[config.mk]
export PLATFORM = sky130hd
export DESIGN_NAME = tsvr_top
export DESIGN_NICKNAME = d
export VERILOG_FILES = /design/src/rtl/tsvr_pkg.sv /design/src/rtl/tsvr_scan_chain.sv /design/src/rtl/tsvr_tx_steer.sv /design/src/rtl/tsvr_rx_steer.sv /design/src/rtl/tsvr_group.sv /design/src/rtl/tsvr_top.sv
export SDC_FILE = /design/constraint.sdc
export NUM_CORES = 1
export LEC_CHECK = 0
export ABC_AREA = 1
export CORE_ASPECT_RATIO = 1.25
export CORE_MARGIN = 2
export CORE_UTILIZATION = 42
export DETAILED_ROUTE_END_ITERATION = 8
export DONT_BUFFER_PORTS = 1
export GPL_TIMING_DRIVEN = 0
export HOLD_SLACK_MARGIN = 0.12
export PLACE_DENSITY = 0.58
export RECOVER_POWER = 100
export SLEW_MARGIN = 20
export SYNTH_ARGS = -nofsm -noshare
export SYNTH_HDL_FRONTEND = slang
export SYNTH_SLANG_ARGS = --single-unit
export TNS_END_PERCENT = 100
[constraint.sdc]
create_clock -name clk -period 4.7 [get_ports clk]
set_input_delay 0.47 -clock clk [delete_from_list [all_inputs] [get_ports clk]]
set_output_delay 0.47 -clock clk [all_outputs]
set_load 0.005 [all_outputs]
[src/rtl/tsvr_pkg.sv]
`timescale 1ns/1ps
package tsvr_pkg;
    localparam int GRP_SIG = 4;
    localparam int GRP_PHY = 6;
    localparam int SPARE   = GRP_PHY - GRP_SIG;
    localparam int IDXW    = $clog2(GRP_PHY);
    localparam int SLW     = $clog2(GRP_SIG);

    typedef struct packed {
        logic            ok;
        logic [IDXW-1:0] src;
    } lane_t;

    typedef lane_t [GRP_SIG-1:0] lane_map_t;

    // Signal i takes the i-th unbroken link, lowest link first.
    function automatic lane_map_t plan_lanes(input logic [GRP_PHY-1:0] bad);
        lane_map_t m;
        int        slot;
        m    = '0;
        slot = 0;
        for (int p = 0; p < GRP_PHY; p++) begin
            if (!bad[p] && slot < GRP_SIG) begin
                m[slot[SLW-1:0]].ok  = 1'b1;
                m[slot[SLW-1:0]].src = IDXW'(p);
                slot = slot + 1;
            end
        end
        return m;
    endfunction
endpackage

[src/rtl/tsvr_scan_chain.sv]
`timescale 1ns/1ps
module tsvr_scan_chain #(
    parameter int N = 12
) (
    input  logic         clk,
    input  logic         rst,
    input  logic         capture_en,
    input  logic [N-1:0] result,
    input  logic         scan_en,
    input  logic         scan_in,
    output logic [N-1:0] chain_q,
    output logic         scan_out
);
    always_ff @(posedge clk) begin
        if (rst) begin
            chain_q <= '0;
        end else if (capture_en) begin
            chain_q <= result;
        end else if (scan_en) begin
            chain_q <= {scan_in, chain_q[N-1:1]};
        end
    end

    assign scan_out = chain_q[0];
endmodule

[src/rtl/tsvr_tx_steer.sv]
`timescale 1ns/1ps
module tsvr_tx_steer
    import tsvr_pkg::*;
(
    input  lane_map_t            map,
    input  logic [GRP_SIG-1:0]   sig,
    output logic [GRP_PHY-1:0]   link
);
    always_comb begin
        link = '0;
        for (int i = 0; i < GRP_SIG; i++) begin
            if (map[i].ok) link[map[i].src] = sig[i];
        end
    end
endmodule

[src/rtl/tsvr_rx_steer.sv]
`timescale 1ns/1ps
module tsvr_rx_steer
    import tsvr_pkg::*;
(
    input  lane_map_t            map,
    input  logic [GRP_PHY-1:0]   link,
    output logic [GRP_SIG-1:0]   sig
);
    always_comb begin
        for (int i = 0; i < GRP_SIG; i++) begin
            sig[i] = map[i].ok ? link[map[i].src] : 1'b0;
        end
    end
endmodule

[src/rtl/tsvr_group.sv]
`timescale 1ns/1ps
module tsvr_group
    import tsvr_pkg::*;
(
    input  logic               clk,
    input  logic               rst,
    input  logic               fuse_load,
    input  logic [GRP_PHY-1:0] fuse_bits,
    input  logic [GRP_SIG-1:0] sig_in,
    output logic [GRP_PHY-1:0] link_out,
    input  logic [GRP_PHY-1:0] link_in,
    output logic [GRP_SIG-1:0] sig_out,
    output logic               unrep,
    output logic [GRP_PHY-1:0] bad_q
);
    lane_map_t lanes;

    always_ff @(posedge clk) begin
        if (rst)            bad_q <= '0;
        else if (fuse_load) bad_q <= fuse_bits;
    end

    assign lanes = plan_lanes(bad_q);
    assign unrep = ($countones(bad_q) > SPARE);

    tsvr_tx_steer u_tx (.map(lanes), .sig(sig_in), .link(link_out));
    tsvr_rx_steer u_rx (.map(lanes), .link(link_in), .sig(sig_out));
endmodule

[src/rtl/tsvr_top.sv]
`timescale 1ns/1ps
module tsvr_top
    import tsvr_pkg::*;
#(
    parameter int NGRP = 2,
    localparam int NT  = NGRP * GRP_PHY,
    localparam int NS  = NGRP * GRP_SIG
) (
    input  logic          clk,
    input  logic          rst,
    input  logic          capture_en,
    input  logic [NT-1:0] open_short_fail,
    input  logic          scan_en,
    input  logic          scan_in,
    output logic          scan_out,
    input  logic          fuse_load,
    input  logic [NT-1:0] fuse_fail_map,
    input  logic [NS-1:0] tx_sig,
    output logic [NT-1:0] tsv_drive,
    input  logic [NT-1:0] tsv_sense,
    output logic [NS-1:0] rx_sig,
    output logic [NGRP-1:0] unrepairable
);
    logic [NT-1:0] scan_q;
    logic [NT-1:0] bad_q;

    tsvr_scan_chain #(.N(NT)) u_chain (
        .clk(clk), .rst(rst), .capture_en(capture_en), .result(open_short_fail),
        .scan_en(scan_en), .scan_in(scan_in), .chain_q(scan_q), .scan_out(scan_out)
    );

    for (genvar g = 0; g < NGRP; g++) begin : g_grp
        tsvr_group u_grp (
            .clk(clk), .rst(rst), .fuse_load(fuse_load),
            .fuse_bits(fuse_fail_map[g*GRP_PHY +: GRP_PHY]),
            .sig_in(tx_sig[g*GRP_SIG +: GRP_SIG]),
            .link_out(tsv_drive[g*GRP_PHY +: GRP_PHY]),
            .link_in(tsv_sense[g*GRP_PHY +: GRP_PHY]),
            .sig_out(rx_sig[g*GRP_SIG +: GRP_SIG]),
            .unrep(unrepairable[g]),
            .bad_q(bad_q[g*GRP_PHY +: GRP_PHY])
        );
    end
endmodule

Word-level counts from Yosys, hierarchy flattened
Cells that the tools add are included.
Operators by class
  add/sub/neg operators: 18
  order comparisons: 48
  multiplexer cells: 138
  bitwise operators: 2
  reduce and logical (&&, ||, !) cells: 39
Operator list (number)
  $bwmux W16: 20
  $lt A32 B4 Y1 const B: 8
  $mux W32: 8
  $add A32 B2 Y32 const B: 6
  $demux W4 S2: 20
  $mux W16: 10
  $add A32 B32 Y32: 4
  $gt A32 B3 Y1 const B: 2
  $mux W4: 12
  $mux W6: 8
  $bwmux W6: 6
  $lt A3 B4 Y1 const B: 8
  $mux W3: 10
  $logic_and A1 B1 Y1: 28
  $mux W1: 26
  $bmux W1 S3: 8
  $demux W1 S3: 8
  $ge A3 B1 Y1 const B: 8
  $lt A2 B3 Y1 const B: 8
  $mux W12: 2
  $ge A2 B1 Y1 const B: 8
  $add A1 B1 Y2: 6
  $and A6 B6 Y6: 2
  $lt A1 B3 Y1 const B: 4
  4 further kinds: 15
Word-level totals
  bits in registers: 24
  input bits: 50
  output and inout bits: 23
  logic and storage cells: 248

Depth between registers and ports, before layout
  depth after elaboration: 32
  depth in mapped cells: 24
  depth with buffers taken out: 24

Modules after synthesis
From an unflattened synthesis, not the netlist that was laid out.
Unflattened totals
  cell total of the unflattened synthesis: 763
  area total of the unflattened synthesis: 4216.5 µm²
Modules (own cells, without submodules)
  tsvr_group (g_grp[1].u_grp): times used 1, cells each 155, area each 1031.0 µm², sequential area each 120.1 µm²
  tsvr_group (g_grp[0].u_grp): times used 1, cells each 150, area each 997.2 µm², sequential area each 120.1 µm²
  tsvr_scan_chain: times used 1, cells each 102, area each 660.6 µm², sequential area each 240.2 µm²
  tsvr_rx_steer: times used 2, cells each 69, area each 299.0 µm², sequential area each 0.0 µm²
  tsvr_tx_steer (g_grp[0].u_grp.u_tx): times used 1, cells each 109, area each 476.7 µm², sequential area each 0.0 µm²
  tsvr_tx_steer (g_grp[1].u_grp.u_tx): times used 1, cells each 109, area each 452.9 µm², sequential area each 0.0 µm²

Worst setup path after synthesis
OpenSTA, ideal clock, no wires.
  kind: register to output
  start point: register g_grp[1].u_grp.bad_q[0]
  end point: output port tsv_drive[9]
  arrival: 2.966 ns
  data required time: 4.230 ns
  path slack: 1.264 ns
  cell stages (with the launch flop): 25
  buffers on the path: 0
  path through: dfxtp_1 > inv_1 > ha_1 > inv_1 > nand2_1 > o21ai_1 > inv_1 > ha_1 > nand3b_1 > nand2_2 > inv_1 > ha_1 > inv_1 > o211ai_4 > nor2_4 > inv_4 > nor2_4 > nand2_2 > nand2_2 > inv_2 > nor2_2 > nand3_1 > nand2_1 > nand2_1 > nand2_1
Between the ends
  longest elaborated chain between the ends: 31
  elaborated cells on any way between the ends: 98
  those cells by class: 4 x add/sub; 23 x order compare; 56 x mux; 1 x bitwise; 14 x reduce/logical
RTL lines
  start, declared: RTL line tsvr_group.sv:14  | output logic [GRP_PHY-1:0] bad_q
  start signal, assigned: RTL line tsvr_group.sv:20  | else if (fuse_load) bad_q <= fuse_bits;
  branches (longest 18 deep; another with $lt A32 B4 Y1)
  $mux W16 *: RTL line tsvr_pkg.sv:23  | if (!bad[p] && slot < GRP_SIG) begin
  $lt A3 B4 Y1 (not written as such) or $ge A3 B1 Y1 (tied branches): RTL line tsvr_tx_steer.sv:12  | if (map[i].ok) link[map[i].src] = sig[i];
  $logic_and A1 B1 Y1 (not written as such): RTL line tsvr_tx_steer.sv:12
  $mux W1 (not written as such): RTL line tsvr_tx_steer.sv:12
  $demux W1 S3: RTL line tsvr_tx_steer.sv:12
  $and A6 B6 Y6 (no source line)
  $mux W6: RTL line tsvr_tx_steer.sv:12
  $bwmux W6: RTL line tsvr_tx_steer.sv:12
  $mux W6: RTL line tsvr_tx_steer.sv:12
  $bwmux W6: RTL line tsvr_tx_steer.sv:12
  $mux W6: RTL line tsvr_tx_steer.sv:12
  $bwmux W6: RTL line tsvr_tx_steer.sv:12
  $mux W6 *: RTL line tsvr_tx_steer.sv:12
  end, declared: RTL line tsvr_top.sv:19  | output logic [NT-1:0] tsv_drive,
Mark *: on every way between the ends.

Worst setup path after layout
  start point: register g_grp[0].u_grp.bad_q[0]
  end point: output port tsv_drive[3]
Between the ends
  longest elaborated chain between the ends: 31
  elaborated cells on any way between the ends: 98
  those cells by class: 4 x add/sub; 23 x order compare; 56 x mux; 1 x bitwise; 14 x reduce/logical
RTL lines (RTL line)
  start, declared: tsvr_group.sv:14
  start signal, assigned: tsvr_group.sv:20
  branches (longest 18 deep; another with $lt A32 B4 Y1)
  $mux W16 *: tsvr_pkg.sv:23
  $lt A3 B4 Y1 (not written as such) or $ge A3 B1 Y1 (tied branches): tsvr_tx_steer.sv:12
  $logic_and A1 B1 Y1 (not written as such): tsvr_tx_steer.sv:12
  $mux W1 (not written as such): tsvr_tx_steer.sv:12
  $demux W1 S3: tsvr_tx_steer.sv:12
  $and A6 B6 Y6 (no source line)
  $mux W6: tsvr_tx_steer.sv:12
  $bwmux W6: tsvr_tx_steer.sv:12
  $mux W6: tsvr_tx_steer.sv:12
  $bwmux W6: tsvr_tx_steer.sv:12
  $mux W6: tsvr_tx_steer.sv:12
  $bwmux W6: tsvr_tx_steer.sv:12
  $mux W6 *: tsvr_tx_steer.sv:12
Marks and branches as above.

==> qor.txt <==
STA
----------------------------------------------------------------------------------------
F_max                                                                            239 MHz
Transition time at the pin with the least slew margin                           0.503 ns
Final Max Slew Viols                                                                   0
Slew margin rel.                                                                   0.661
Count of endpoints failing hold in the final timing report                             0
Min Tclk post-route                                                              4.18 ns
Final setup margin                                                              0.525 ns
# setup viols final                                                                    0
Period utilisation layout                                                          0.888
Post-Route Setup TNS                                                                0 ns
Setup repair after global routing missed its margin                                false
Final clock skew                                                             0.000537 ns
Worst hold slack                                                                0.257 ns

POWER
----------------------------------------------------------------------------------------
Switching component of the power                                                0.630 mW
Net switching share of the total power                                             0.512
Power share of the combinational group                                             0.664
Total power consumption of the routed design                                     1.23 mW
Portion of total power attributed to the clock network                             0.147
Total power divided by cell area                                              340 mW/mm²
Leak                                                                             1.76 nW
Peak supply drop                                                                0.163 mV
Sequential share of power                                                          0.189
Internal power contribution                                                     0.600 mW

DETAILED ROUTING
----------------------------------------------------------------------------------------
Drt total wl                                                                     9080 µm
Number of vias after detailed routing                                               3457
DR WL/cell                                                                       14.2 µm
Routed via count divided by cell count                                              5.40
Number of remaining DRC errors                                                         0
DRT iter0 DRCs                                                                       168
DR pass1 iterations                                                                    5
Count of nets left with antenna violations after detail routing                        0

CLOCK NETWORK
----------------------------------------------------------------------------------------
TritonCTS sink count                                                                  24
Post-CTS setup buffer count                                                            0
Register clock-pin slew on the reported worst setup and hold paths               0.09 ns
Number of H-tree levels                                                                1
Clk buf depth                                                                          2
Post-CTS Resized                                                                       0
Clock latency at the later pin of the worst-skew pair                            0.27 ns
Count of hold-fix buffers inserted at cts                                              0
Clock Tree Root                                                             sky130_fd_sc_hd__clkbuf_8
Clock tree from TritonCTS                                                            yes
Num CTS Buffers                                                                        3

GRT
----------------------------------------------------------------------------------------
Number of global-route vias before repair                                           3248
Pin count of the biggest net entering global routing                                  15
Total routing resource utilization after global routing                            0.197
Grt total ovfl                                                                         0
Antenna violations before repair                                                       0
Global-route wire length before repair                                          14700 µm

FINAL LAYOUT
----------------------------------------------------------------------------------------
Number of non-filler instances in the completed layout                               640
Number of fillers in the final layout                                                847
Area grow syn2layout                                                               5.15%
Layout cells sized above 1                                                         0.125
Post-layout util                                                                   0.460
Number of nets at the end of the flow                                                637
Diode insertion count for antenna repair                                               0
Non-Filler Cell Area, Final                                                  0.00362 mm²

SETUP PATH
----------------------------------------------------------------------------------------
Dominant delay contributor by cell family on the critical path              simple AND/OR/NAND/NOR gates
Cell at the slowest stage of the critical path                              sky130_fd_sc_hd__fa_1
Type of origin of the critical path                                             register
Class of the most critical setup path                                       register to primary output
Slowest stage delay, CP                                                          0.67 ns
Most repeated library cell on the critical path                             sky130_fd_sc_hd__nand2_1
Capture point of the critical path                                          tsv_drive[3]
Cell depth of the worst flop-to-flop path                                              2
CP Max Fanout                                                                          5
WP depth                                                                              21
Setup crit end kind                                                         primary output
Cell-by-cell listing of the critical path                                   fa_1 -> inv_1 -> ha_1 -> inv_1 -> nand3_1 -> nand2_1 -> inv_1 -> ha_1 -> inv_1 -> o211ai_2 -> nor2_4 -> inv_2 -> nor2_4 -> nand2_2 -> nand2_1 -> nor2_2 -> nor3_2 -> nand2_1 -> nand2_1 -> nand2_1 -> nand2_1
Launch point of the worst reg-to-reg path                                   g_grp[0].u_grp.bad_q[4]
R2r endpoint                                                                g_grp[0].u_grp.bad_q[4]
Beginning of the critical path                                              g_grp[0].u_grp.bad_q[0]
Buf+Inv Stages, Crit Path                                                              5
Worst EP arrival                                                                 3.71 ns
Worst Path Required                                                              4.23 ns
Minimum setup slack among reg-to-reg paths                                       3.87 ns

RUN STATUS
----------------------------------------------------------------------------------------
Outcome                                                                     finished, final reports clean

FLOORPLANNING
----------------------------------------------------------------------------------------
Die ar.                                                                      0.00895 mm²
Die height                                                                        105 µm
Placeable core region                                                        0.00788 mm²
Initial cell density of the core                                                   0.437
Standard-cell row count                                                               36
Die boundary width                                                               85.0 µm
Count of boundary I/O pins                                                            73

PLACED DESIGN
----------------------------------------------------------------------------------------
Weighted congestion reported at the end of routability-driven placement            0.969
Port Buf Inserts                                                                       0
Cell count after placement                                                           636
Worst slack after detailed placement                                            0.826 ns
Total half-perimeter wirelength after legalization and detailed placement        7570 µm
DP Area                                                                      0.00357 mm²

YOSYS
----------------------------------------------------------------------------------------
Share of the synthesized area in the top cell type                                 0.147
Count of flip-flops with a built-in enable after synthesis                             0
Register area share after synthesis                                                0.139
Dominant register cell in the synthesized netlist                           sky130_fd_sc_hd__dfxtp_1
Post-synthesis sequential element count                                               24
Most frequently used cell type in the post-synthesis netlist                sky130_fd_sc_hd__nand2_1
Synthesized netlist cell count                                                       541
Most used standard cells in the synthesized netlist                         135 x sky130_fd_sc_hd__nand2_1, 69 x sky130_fd_sc_hd__inv_1, 53 x sky130_fd_sc_hd__o21ai_0
Total of warnings raised by yosys                                                      0
Netlist cell types                                                                    42
Mean post-synth cell area                                                       6.37 µm²
Synth async-reset ratio                                                                0
Post-Synthesis Cell Area                                                     0.00345 mm²
Dominant cells by area after synthesis                                      sky130_fd_sc_hd__nand2_1 15%, sky130_fd_sc_hd__dfxtp_1 14%, sky130_fd_sc_hd__ha_1 13%
Synth area leader                                                           sky130_fd_sc_hd__nand2_1
Synth Net Count                                                                      632

JOB
----------------------------------------------------------------------------------------
Number of max-cap violations                                                           0

MIN PATH
----------------------------------------------------------------------------------------
Classification of the worst-slack hold path                                 input port to register

area by class of cell:
| type | instances | area, µm² | area share |
|---|---|---|---|
| tap | 95 | 119 | 0.0328 |
| multi-input combinational | 428 | 2610 | 0.719 |
| clock buffer | 3 | 41.3 | 0.0114 |
| clock inverter | 1 | 30.0 | 0.00828 |
| inverter | 79 | 302 | 0.0832 |
| buffer | 10 | 45.0 | 0.0124 |
| sequential | 24 | 480 | 0.133 |
layer usage:
layer	wire, µm	part of all wire	up-vias	global-route usage
met1	3720	0.41	1563	0.229
met5	0	0	-	0
li1	-	-	1787	-
met4	363	0.040	0	0.0771
met3	292	0.032	26	0.0125
met2	4710	0.52	81	0.371
worst register-to-register path, stage by stage, from the launching register on:
cell and delay [ns]:
sky130_fd_sc_hd__dfxtp_1 0.51, sky130_fd_sc_hd__inv_1 0.12, sky130_fd_sc_hd__a21oi_1 0.15
kinds of logic (layout without fill, tap and decap cells):
family / Yosys count / after routing / share of synthesized area
AO/OA/AOI/OAI: 113 / 113 / 0.199
adder cells (fa/ha/maj): 41 / 41 / 0.162
buffers and inverters: 89 / 93 / 0.101
flip-flops: 24 / 24 / 0.139
AND/OR/NAND/NOR: 274 / 274 / 0.399
power groups by stage:
stage	Clock, mW	Combinational [mW]	Sequential (mW)
after floorplan	0	0.670	0.234
after global placement	0	0.810	0.238
after detailed placement	0	0.821	0.238
after CTS	0.187	0.825	0.233
after global routing	0.193	0.923	0.235
final	0.181	0.817	0.233
how the worst min path moves through the flow:
stage,from,to,slack (ns),cells past startpoint
after floorplan,u_chain.chain_q[10],u_chain.chain_q[10],0.45,2
after global placement,u_chain.chain_q[5],u_chain.chain_q[5],0.45,2
after detailed placement,u_chain.chain_q[2],u_chain.chain_q[2],0.46,2
after CTS,rst,u_chain.chain_q[1],0.25,1
after global routing,rst,u_chain.chain_q[1],0.24,1
final,rst,u_chain.chain_q[1],0.26,1
placed cells by master, fill, tap and decap left out, types with 6 or more instances in the layout:
master,count
sky130_fd_sc_hd__nand2_1,138
sky130_fd_sc_hd__inv_1,69
sky130_fd_sc_hd__o21ai_0,55
sky130_fd_sc_hd__nand3_1,44
sky130_fd_sc_hd__ha_1,35
sky130_fd_sc_hd__nor2_1,32
sky130_fd_sc_hd__a21oi_1,31
sky130_fd_sc_hd__dfxtp_1,24
sky130_fd_sc_hd__nand2_2,17
sky130_fd_sc_hd__nand4_1,10
sky130_fd_sc_hd__inv_2,8
sky130_fd_sc_hd__clkbuf_1,8
sky130_fd_sc_hd__nand2_4,6
sky130_fd_sc_hd__fa_1,6
registers in the layout, indices dropped and copies added (netlist names):
| name | count |
|---|---|
| u_chain.chain_q | 12 |
| g_grp.u_grp.bad_q | 12 |
(Power assumes the default switching activity.)
